--- src/rtl/msi_pkg.sv ---
// Package: shared encodings for the MSI line controller.
// Assumes a 2-bit state and a 2-bit bus command field.
package msi_pkg;
    typedef enum logic [1:0] {
        ST_INV = 2'd0,
        ST_SHR = 2'd1,
        ST_MOD = 2'd2
    } line_state_e;

    typedef enum logic [1:0] {
        CMD_NONE   = 2'b00,
        CMD_RDMISS = 2'b01,
        CMD_WRMISS = 2'b10,
        CMD_INVAL  = 2'b11
    } bus_cmd_e;
endpackage

--- src/rtl/msi_line_array.sv ---
// Line array: state and tag per line, two combinational read ports
// and two write ports. Port B (local, state+tag) wins over port A
// (snoop, state only) when both address the same line, because the
// local result is already computed from the post-snoop state.
module msi_line_array
    import msi_pkg::*;
#(
    parameter int IDX_W = 4,
    parameter int TAG_W = 24
) (
    input  logic             clk,
    input  logic             rst_n,
    input  logic [IDX_W-1:0] ra_idx,
    output line_state_e      ra_state,
    output logic [TAG_W-1:0] ra_tag,
    input  logic [IDX_W-1:0] rb_idx,
    output line_state_e      rb_state,
    output logic [TAG_W-1:0] rb_tag,
    input  logic             wa_en,
    input  logic [IDX_W-1:0] wa_idx,
    input  line_state_e      wa_state,
    input  logic             wb_en,
    input  logic [IDX_W-1:0] wb_idx,
    input  line_state_e      wb_state,
    input  logic [TAG_W-1:0] wb_tag
);
    localparam int LINES = 1 << IDX_W;

    line_state_e      state_q [LINES];
    logic [TAG_W-1:0] tag_q   [LINES];

    genvar gi;
    generate
        for (gi = 0; gi < LINES; gi++) begin : g_line
            // Per-line state register: reset to Invalid, local write first.
            always_ff @(posedge clk) begin
                if (!rst_n)
                    state_q[gi] <= ST_INV;
                else if (wb_en && wb_idx == IDX_W'(gi))
                    state_q[gi] <= wb_state;
                else if (wa_en && wa_idx == IDX_W'(gi))
                    state_q[gi] <= wa_state;
            end

            // Per-line tag register: only local allocation changes it.
            always_ff @(posedge clk) begin
                if (wb_en && wb_idx == IDX_W'(gi))
                    tag_q[gi] <= wb_tag;
            end

            // Encoding guard: the unused state code never appears.
            assert_legal_state_R1: assert property (@(posedge clk) disable iff (!rst_n)
                state_q[gi] != line_state_e'(2'b11));
        end
    endgenerate

    // Read ports: plain lookups.
    always_comb begin
        ra_state = state_q[ra_idx];
        ra_tag   = tag_q[ra_idx];
        rb_state = state_q[rb_idx];
        rb_tag   = tag_q[rb_idx];
    end
endmodule

--- src/rtl/msi_snoop_eval.sv ---
// Snoop evaluator: applies a transaction seen on the bus to the
// addressed line. Assumes the line's stored state and tag are given.
// Output upd requests a state write, flush requests a copy-back.
module msi_snoop_eval
    import msi_pkg::*;
#(
    parameter int TAG_W = 24
) (
    input  logic             snp_valid,
    input  logic [1:0]       snp_cmd,
    input  logic [TAG_W-1:0] snp_tag,
    input  line_state_e      cur_state,
    input  logic [TAG_W-1:0] cur_tag,
    output logic             upd,
    output line_state_e      nxt_state,
    output logic             flush
);
    logic match;

    // Next-state rule for a line seen by another cache's transaction.
    always_comb begin
        match     = snp_valid && cur_state != ST_INV && cur_tag == snp_tag;
        upd       = 1'b0;
        nxt_state = cur_state;
        flush     = 1'b0;
        if (match) begin
            unique case (bus_cmd_e'(snp_cmd))
                CMD_RDMISS: if (cur_state == ST_MOD) begin
                    upd = 1'b1; nxt_state = ST_SHR; flush = 1'b1;
                end
                CMD_WRMISS: begin
                    upd = 1'b1; nxt_state = ST_INV; flush = (cur_state == ST_MOD);
                end
                CMD_INVAL: if (cur_state == ST_SHR) begin
                    upd = 1'b1; nxt_state = ST_INV;
                end
                default: ;
            endcase
        end
    end
endmodule

--- src/rtl/msi_local_eval.sv ---
// Local evaluator: judges a processor access against the line state
// (already updated by any same-cycle snoop) and picks the bus command,
// the new state and whether a dirty victim must be evicted.
module msi_local_eval
    import msi_pkg::*;
#(
    parameter int TAG_W = 24
) (
    input  logic             req_valid,
    input  logic             req_write,
    input  logic [TAG_W-1:0] req_tag,
    input  line_state_e      cur_state,
    input  logic [TAG_W-1:0] cur_tag,
    output logic             hit,
    output logic             upd,
    output line_state_e      nxt_state,
    output logic [1:0]       cmd,
    output logic             evict
);
    // Processor-side transition rule.
    always_comb begin
        hit       = cur_state != ST_INV && cur_tag == req_tag;
        upd       = 1'b0;
        nxt_state = cur_state;
        cmd       = CMD_NONE;
        evict     = 1'b0;
        if (req_valid) begin
            if (!hit) begin
                upd       = 1'b1;
                nxt_state = req_write ? ST_MOD : ST_SHR;
                cmd       = req_write ? CMD_WRMISS : CMD_RDMISS;
                evict     = (cur_state == ST_MOD);
            end else if (req_write && cur_state == ST_SHR) begin
                upd       = 1'b1;
                nxt_state = ST_MOD;
                cmd       = CMD_INVAL;
            end
        end
    end
endmodule

--- src/rtl/msi_line_ctrl.sv ---
// Top: MSI coherence line controller for a direct-mapped private cache.
// Snoop is applied first, then the local access sees the updated line.
// All outputs are registered, one-cycle pulses with block addresses.
module msi_line_ctrl
    import msi_pkg::*;
#(
    parameter int ADDR_W = 32,
    parameter int IDX_W  = 4,
    parameter int OFF_W  = 4
) (
    input  logic              clk,
    input  logic              rst_n,
    input  logic              cpu_req_valid,
    input  logic              cpu_req_write,
    input  logic [ADDR_W-1:0] cpu_addr,
    input  logic              snp_valid,
    input  logic [1:0]        snp_cmd,
    input  logic [ADDR_W-1:0] snp_addr,
    output logic              cpu_rsp_valid,
    output logic              cpu_rsp_hit,
    output logic              bus_req_valid,
    output logic [1:0]        bus_req_cmd,
    output logic [ADDR_W-1:0] bus_req_addr,
    output logic              evict_valid,
    output logic [ADDR_W-1:0] evict_addr,
    output logic              flush_valid,
    output logic [ADDR_W-1:0] flush_addr
);
    localparam int TAG_W = ADDR_W - IDX_W - OFF_W;

    logic [IDX_W-1:0] c_idx, s_idx;
    logic [TAG_W-1:0] c_tag, s_tag;
    line_state_e      s_cur, c_raw, c_post, s_nxt, c_nxt;
    logic [TAG_W-1:0] s_cur_tag, c_cur_tag;
    logic             s_upd, s_flush, c_hit, c_upd, c_evict;
    logic [1:0]       c_cmd;
    logic             unused_offsets;

    assign c_idx = cpu_addr[OFF_W +: IDX_W];
    assign c_tag = cpu_addr[ADDR_W-1 -: TAG_W];
    assign s_idx = snp_addr[OFF_W +: IDX_W];
    assign s_tag = snp_addr[ADDR_W-1 -: TAG_W];
    assign unused_offsets = ^{cpu_addr[OFF_W-1:0], snp_addr[OFF_W-1:0]};

    msi_line_array #(.IDX_W(IDX_W), .TAG_W(TAG_W)) u_array (
        .clk      (clk),
        .rst_n    (rst_n),
        .ra_idx   (s_idx),
        .ra_state (s_cur),
        .ra_tag   (s_cur_tag),
        .rb_idx   (c_idx),
        .rb_state (c_raw),
        .rb_tag   (c_cur_tag),
        .wa_en    (s_upd),
        .wa_idx   (s_idx),
        .wa_state (s_nxt),
        .wb_en    (c_upd),
        .wb_idx   (c_idx),
        .wb_state (c_nxt),
        .wb_tag   (c_tag)
    );

    msi_snoop_eval #(.TAG_W(TAG_W)) u_snoop (
        .snp_valid (snp_valid),
        .snp_cmd   (snp_cmd),
        .snp_tag   (s_tag),
        .cur_state (s_cur),
        .cur_tag   (s_cur_tag),
        .upd       (s_upd),
        .nxt_state (s_nxt),
        .flush     (s_flush)
    );

    // Forward the snoop's result to the local path when both hit one line.
    always_comb begin
        c_post = (s_upd && s_idx == c_idx) ? s_nxt : c_raw;
    end

    msi_local_eval #(.TAG_W(TAG_W)) u_local (
        .req_valid (cpu_req_valid),
        .req_write (cpu_req_write),
        .req_tag   (c_tag),
        .cur_state (c_post),
        .cur_tag   (c_cur_tag),
        .hit       (c_hit),
        .upd       (c_upd),
        .nxt_state (c_nxt),
        .cmd       (c_cmd),
        .evict     (c_evict)
    );

    // Output registers: one-cycle pulses carrying block-aligned addresses.
    always_ff @(posedge clk) begin
        if (!rst_n) begin
            cpu_rsp_valid <= 1'b0;
            cpu_rsp_hit   <= 1'b0;
            bus_req_valid <= 1'b0;
            bus_req_cmd   <= CMD_NONE;
            bus_req_addr  <= '0;
            evict_valid   <= 1'b0;
            evict_addr    <= '0;
            flush_valid   <= 1'b0;
            flush_addr    <= '0;
        end else begin
            cpu_rsp_valid <= cpu_req_valid;
            cpu_rsp_hit   <= cpu_req_valid && c_hit;
            bus_req_valid <= c_cmd != CMD_NONE;
            bus_req_cmd   <= c_cmd;
            bus_req_addr  <= {c_tag, c_idx, {OFF_W{1'b0}}};
            evict_valid   <= c_evict;
            evict_addr    <= {c_cur_tag, c_idx, {OFF_W{1'b0}}};
            flush_valid   <= s_flush;
            flush_addr    <= {s_tag, s_idx, {OFF_W{1'b0}}};
        end
    end

    assert_inval_needs_hit_R3: assert property (@(posedge clk) disable iff (!rst_n)
        (bus_req_valid && bus_req_cmd == CMD_INVAL) |-> cpu_rsp_hit);

    assert_evict_with_miss_R5: assert property (@(posedge clk) disable iff (!rst_n)
        evict_valid |-> (bus_req_valid && bus_req_cmd != CMD_INVAL && !cpu_rsp_hit));

    assert_flush_from_snoop_R7: assert property (@(posedge clk) disable iff (!rst_n)
        flush_valid |-> ($past(snp_valid) && $past(snp_cmd) != CMD_INVAL));

    assert_req_from_cpu_R12: assert property (@(posedge clk) disable iff (!rst_n)
        bus_req_valid |-> (cpu_rsp_valid && $past(cpu_req_valid)));

    assert_pulse_drops_R12: assert property (@(posedge clk) disable iff (!rst_n)
        (bus_req_valid && !cpu_req_valid) |=> !bus_req_valid);
endmodule

--- config.mk ---
export PLATFORM = sky130hd
export DESIGN_NAME = msi_line_ctrl
export DESIGN_NICKNAME = d
export VERILOG_FILES = /design/src/rtl/msi_pkg.sv /design/src/rtl/msi_line_array.sv /design/src/rtl/msi_snoop_eval.sv /design/src/rtl/msi_local_eval.sv /design/src/rtl/msi_line_ctrl.sv
export SDC_FILE = /design/constraint.sdc
export NUM_CORES = 1
export LEC_CHECK = 0
export BUFFER_PORTS_ARGS = -buffer_cell sky130_fd_sc_hd__buf_2
export CAP_MARGIN = 15
export CORE_MARGIN = 8
export CORE_UTILIZATION = 53
export DETAILED_ROUTE_END_ITERATION = 8
export PLACE_DENSITY = 0.74
export SYNTH_ARGS = -nofsm -noshare
export SYNTH_HDL_FRONTEND = slang
export SYNTH_SLANG_ARGS = --single-unit
--- constraint.sdc ---
create_clock -name clk -period 4.8 [get_ports clk]
set_clock_uncertainty 0.05 [all_clocks]
set_input_delay 0.48 -clock clk [delete_from_list [all_inputs] [get_ports clk]]
set_output_delay 0.48 -clock clk [all_outputs]
set_load 0.005 [all_outputs]
Yosys cells after proc, flatten, opt, wreduce, memory -nomap -nowiden --
Memory sizes are Yosys's and may differ from the RTL's. Index checks and enable logic that the tools add are counted.
Word-level totals: memories 2, input port bits 71, flip-flop bits (word level) 103, bits in writable memories 416, output and inout bits 103, word-level logic and storage cells 374
Memory list:
- u_array.tag_q | words 16, width 24, rd ports 2, clocked after Yosys merged registers in 0, wr ports 1, line msi_line_array.sv:30 | logic [TAG_W-1:0] tag_q [LINES];
- u_array.state_q | words 16, width 2, rd ports 2, clocked after Yosys merged registers in 0, wr ports 16, line msi_line_array.sv:29 | line_state_e state_q [LINES];
Cells by class: bitwise operators 34, equality and inequality tests 40, reductions and logical operators 60, mux-type cells 226
Operator list (number):
- two-way mux 24 bit | 15
- OR reduction 24 bit | 15
- two-way mux 1 bit | 150
- two-way mux 2 bit | 43
- == test 4 bit, second input constant | 16
- two-way mux 4 bit | 15
- == test 24 bit | 2
- logical AND 1 bit | 38
- == test 4 x 3 -> 1 bit, second input constant | 8
- OR 1 bit | 32
- == test 4 x 2 -> 1 bit, second input constant | 4
- == test 2 bit, second input constant | 4
- == test 4 x 1 -> 1 bit, second input constant | 2
- zero test 4 bit | 2
- == test 2 x 1 -> 1 bit, second input constant | 3
- case mux 2 bit (3 select lines) | 1
- nonzero test 2 bit | 3
- == test 4 bit | 1
- case mux 1 bit (3 select lines) | 1
- OR reduction 3 bit | 1
- inverter 1 bit | 2
- case mux 1 bit (2 select lines) | 1
- AND reduction 2 bit | 1

Longest topological paths before layout --
An unclocked memory read counts as a cell.
depth after elaboration 31, depth in mapped cells 17, depth with buffers taken out 12

Modules after synthesis --
From an unflattened synthesis, not the netlist that was laid out.
Unflattened totals: cells, all modules 1337, area, all modules 22874.4 um^2
By module, submodules not included:
- msi_line_array | sequential area each 12492.0 um^2, cells an instance 1020, area an instance 19555.0 um^2, times used 1
- msi_line_ctrl | sequential area each 1741.7 um^2, cells an instance 208, area an instance 2518.7 um^2, times used 1
- msi_snoop_eval | sequential area each 0.0 um^2, cells an instance 54, area an instance 419.2 um^2, times used 1
- msi_local_eval | sequential area each 0.0 um^2, cells an instance 55, area an instance 381.6 um^2, times used 1

Worst setup path after synthesis --
OpenSTA, ideal clock, no wires.
path kind input -> register, start input snp_addr[7], end memory u_array.state_q[4][0] (netlist bit) (enable), required time 4449 ps, data arrival time 4670 ps, stages on the path 13, slack -221 ps, path through buf_2 buf_4 buf_2 buf_4 clkbuf_1 mux4_2 a221oi_2 xor2_1 nand3b_1 or4b_1 o311a_1 nor3b_2 nand3b_1
RTL lines:
- start, declared | line msi_line_ctrl.sv:18 | input logic [ADDR_W-1:0] snp_addr,
- end, declared | line msi_line_array.sv:29

==> results by group <==
Layout
  – Final design area excluding fillers: 28,960 um2
  – Synth-to-Final Area Change: 18.29%
  – Layout cell share with drive strength beyond 1: 0.3120
  – Fillers: 3,290
  – Final Core Density: 0.6367
  – Final nets: around 1,900

Logic synthesis
  – Seq/Total Area, Yosys: 0.5815
  – Syn. warnings: 0
  – Syn_area_per_cell: around 15 um2
  – Primary FF master, synth: edfxtp_1
  – Register bit total from synthesis: ~500
  – Post-synthesis cell area: approximately 24,000 um2
  – Area leader, netlist: edfxtp_1
  – Synth cell types: between 80 and 90
  – Number of enable flip-flop cells after synthesis: approximately 420
  – Fraction of registers with async set/reset: 0
  – Mapped Cells: 1,623
  – Ranking of synthesized cells by area: edfxtp_1, mux4_2, dfxtp_1, mux2i_1, and2_1
  – Synth top area share: 0.5103

Setup path
  – Crit path max fanout: 15
  – CP endpoint kind: flip-flop
  – Crit path kind: reg -> reg
  – Critical R2R Launch: u_array.tag_q[2][20]$_DFFE_PP_
  – Crit path to: u_array.tag_q[10][0]$_DFFE_PP_
  – Setup crit start: u_array.tag_q[2][20]$_DFFE_PP_
  – Reg-to-Reg End: u_array.tag_q[10][0]$_DFFE_PP_
  – Critical path data arrival time: between 4000 and 5000 ps
  – R2r setup slk: between 300 and 400 ps
  – Path depth of the worst reg2reg path: 12
  – Worst Path Required: between 5000 and 6000 ps
  – Worst setup SP type: flip-flop

Clock network
  – Htree depth: 2
  – Clock sink count: about 500
  – Worst-path clk slew: 60 ps
  – Resize count post-CTS: 0
  – Post-CTS Hold Buffers: 0
  – Postcts setup bufs: 0
  – CTS Buf Count: 53
  – CTS tree: done
  – Clk buf depth: 3
  – CTS root buf: clkbuf_16
  – Insertion delay to the later sink of the worst-skew pair: between 600 and 700 ps

Placed design
  – Final GP Congestion: approximately 0.94
  – Dpl ws: -139.0 ps
  – Cell Area, Placed: approximately 27,000 um2
  – Hpwl dp: a little under 50 mm
  – I/O Buffers: between 150 and 200

Timing
  – WHS: just over 60 ps
  – # setup viols final: 0
  – Fin crit share: 0.9196
  – Fin. max-slew vios: 0
  – RSZ-0062 raised after global routing: false
  – Setup slack after layout: ~390 ps
  – Hold violation count in the final report: 0
  – Minimum clock period: 4414 ps
  – Peak Freq: 226.6 MHz
  – Worst Max-Slew Pin Slew: 993.4 ps
  – Worst slew margin: 0.3377

Die
  – Initial Utilization: 0.5382
  – Die area: approximately 53,000 um2
  – # rows: 78
  – Core Area: approximately 45,000 um2
  – Die width: about 230 um
  – Top-Level Pins: 174
  – Die Y: around 230 um

Routing
  – Vias: 16,580
  – 1st-iter DRT viols: ~2,100
  – # DRC: 0
  – Routed vias/inst: ~6.6
  – WL final: a little over 70 mm
  – Post-DR wirelength/cell: 28.93 um
  – First-pass DRT Iterations: 5
  – Post-DRT Antenna Nets: 0

Pwr
  – Final Power: about 10 mW
  – PD cells: ~360 nW/um2
  – Max rail drop VDD: about 260 uV
  – Lkg Pwr: around 11 nW

Outcome
  – Status: finished, final reports clean

Global routing
  – Initial antenna violation count: 2
  – Pin count of the biggest net entering global routing: 72
  – Total grt overflow: 0
  – Overall global routing resource usage: 0.2658
  – Global-route wire length before repair: 106.5 mm
  – Vias in the first global route: around 17,000

Flow run
  – Max_cap viols: 0

Min path
  – Min-Delay Path Class: in -> reg
layout by cell type (no fill, tap or decap), types with 7 or more instances in the layout:
cell type | netlist | final
clkbuf_1 | 42 | 9
bufinv_16 | 0 | 7
clkbuf_16 | 0 | 55
a221oi_1 | 13 | 13
and3_1 | 22 | 18
nand2b_1 | 7 | 7
nor3_1 | 12 | 12
inv_2 | 13 | 13
nor4_1 | 11 | 11
xnor2_1 | 37 | 37
inv_1 | 18 | 18
buf_4 | 27 | 99
a21oi_1 | 10 | 10
o211ai_1 | 18 | 18
buf_2 | 35 | 147
clkbuf_8 | 0 | 7
buf_12 | 0 | 50
conb_1 | 1 | 12
nand2_1 | 103 | 103
a22oi_1 | 31 | 31
o31ai_1 | 19 | 19
clkinvlp_4 | 0 | 9
and2_1 | 69 | 69
mux2_2 | 10 | 10
a22o_1 | 20 | 20
nor2_1 | 38 | 38
nand3b_1 | 7 | 7
edfxtp_1 | 416 | 416
nand4_1 | 12 | 12
nor2b_1 | 13 | 13
nand3_1 | 39 | 39
o21ai_0 | 12 | 12
xor2_1 | 36 | 36
mux2i_1 | 157 | 157
clkinv_2 | 0 | 9
mux4_2 | 154 | 154
dfxtp_1 | 87 | 87
o32ai_1 | 9 | 9
per-stage QoR:
| stage | setup TNS [ps] | cells |
|---|---|---|
| 2_1_floorplan | 0 | 1634 |
| 3_3_place_gp | -8621 | 2407 |
| 3_5_place_dp | -22250 | 2407 |
| 4_1_cts | 0 | 2507 |
| 5_1_grt | 0 | 2508 |
| 6_report | 0 | 2508 |
cells by family (layout without fill, tap and decap cells):
family,count (synthesis),count (layout),share of synthesized area
AOI/OAI and AO/OA,191,191,0.06400
adders and majority gates,4,4,0.002045
muxes,321,321,0.2105
DFF,503,503,0.5815
other,1,13,0.0001532
buffers and inverters,157,430,0.03338
xor gates and xnor gates,73,73,0.02612
and+or+nand+nor,373,373,0.08235
area by class of cell:
cell class | instances | area (um2) | area share
timing repair buffer | 299 | 2514 | 0.08681
tap | 600 | 750.7 | 0.02593
multi-input combinational | 974 | 9480 | 0.3274
clock inverter | 29 | 352.8 | 0.01219
sequential | 503 | 14230 | 0.4916
inverter | 31 | 116.4 | 0.004019
clock buffer | 71 | 1506 | 0.05202
antenna | 1 | 2.502 | 0.00008642
registers in the layout, indices dropped and copies added (netlist names):
signal and cells:
bus_req_addr 28, u_array.tag_q 384, flush_valid 1, cpu_rsp_valid 1, flush_addr 28, evict_addr 24
bus_req_cmd 2, evict_valid 1, bus_req_valid 1, u_array.state_q 32, cpu_rsp_hit 1
worst min path at each step:
stage | slack (ps) | cells past startpoint | endpoint | startpoint
6_report | 60 | 2 | flush_addr[20]$_SDFF_PN0_ | snp_addr[20]
5_1_grt | 50 | 2 | flush_addr[20]$_SDFF_PN0_ | snp_addr[20]
4_1_cts | 30 | 2 | flush_addr[20]$_SDFF_PN0_ | snp_addr[20]
3_5_place_dp | 670 | 2 | flush_addr[20]$_SDFF_PN0_ | snp_addr[20]
3_3_place_gp | 670 | 2 | flush_addr[13]$_SDFF_PN0_ | snp_addr[13]
2_1_floorplan | 530 | 0 | u_array.tag_q[0][0]$_DFFE_PP_ | cpu_addr[8]
critical path, stage by stage, from the launching register on:
cell	delay, ps
edfxtp_1	430
mux4_2	490
a22o_1	240
a221oi_1	250
xor2_1	330
nand4b_1	240
or2_1	280
or4b_1	670
o311ai_4	300
buf_12	200
nand3_1	130
inv_2	280
buf_12	200
per-layer routing:
metal | track usage | vias to the layer above | wire [um]
met1 | 0.3488 | 8346 | 27140
met5 | 0 | - | 13
met2 | 0.4259 | 1139 | 34330
li1 | - | 6899 | -
met3 | 0.05874 | 191 | 7936
met4 | 0.1113 | 2 | 3121
report_power, final:
group | switching [mW] | internal [mW] | total, mW | leakage (nW)
logic | 0.698 | 0.507 | 1.20 | 5.18
clock network | 1.73 | 2.59 | 4.32 | 0.889
registers | 0.0508 | 4.85 | 4.90 | 4.50
total | 2.48 | 7.94 | 10.4 | 10.6
cell usage after synthesis, types with 5 or more instances:
master / count
mux2_2: 10
a21oi_1: 10
or4_1: 6
and3_1: 22
buf_4: 27
o211ai_1: 18
nand3_1: 39
o22ai_1: 5
nand4_1: 12
or2_1: 5
buf_6: 11
o32ai_1: 9
nor2_1: 38
o21ai_0: 12
nand2b_1: 7
nor4_1: 11
xnor2_1: 37
nor2b_1: 13
buf_1: 11
dfxtp_1: 87
and2_1: 69
inv_1: 18
buf_2: 35
mux2i_1: 157
a22oi_1: 31
nand2_1: 103
a221oi_1: 13
o31ai_1: 19
mux4_2: 154
o211a_1: 5
edfxtp_1: 416
a22o_1: 20
nand3b_1: 7
clkbuf_1: 42
xor2_1: 36
nor3_1: 12
inv_2: 13
No activity file was read; power rests on OpenSTA's default activity.
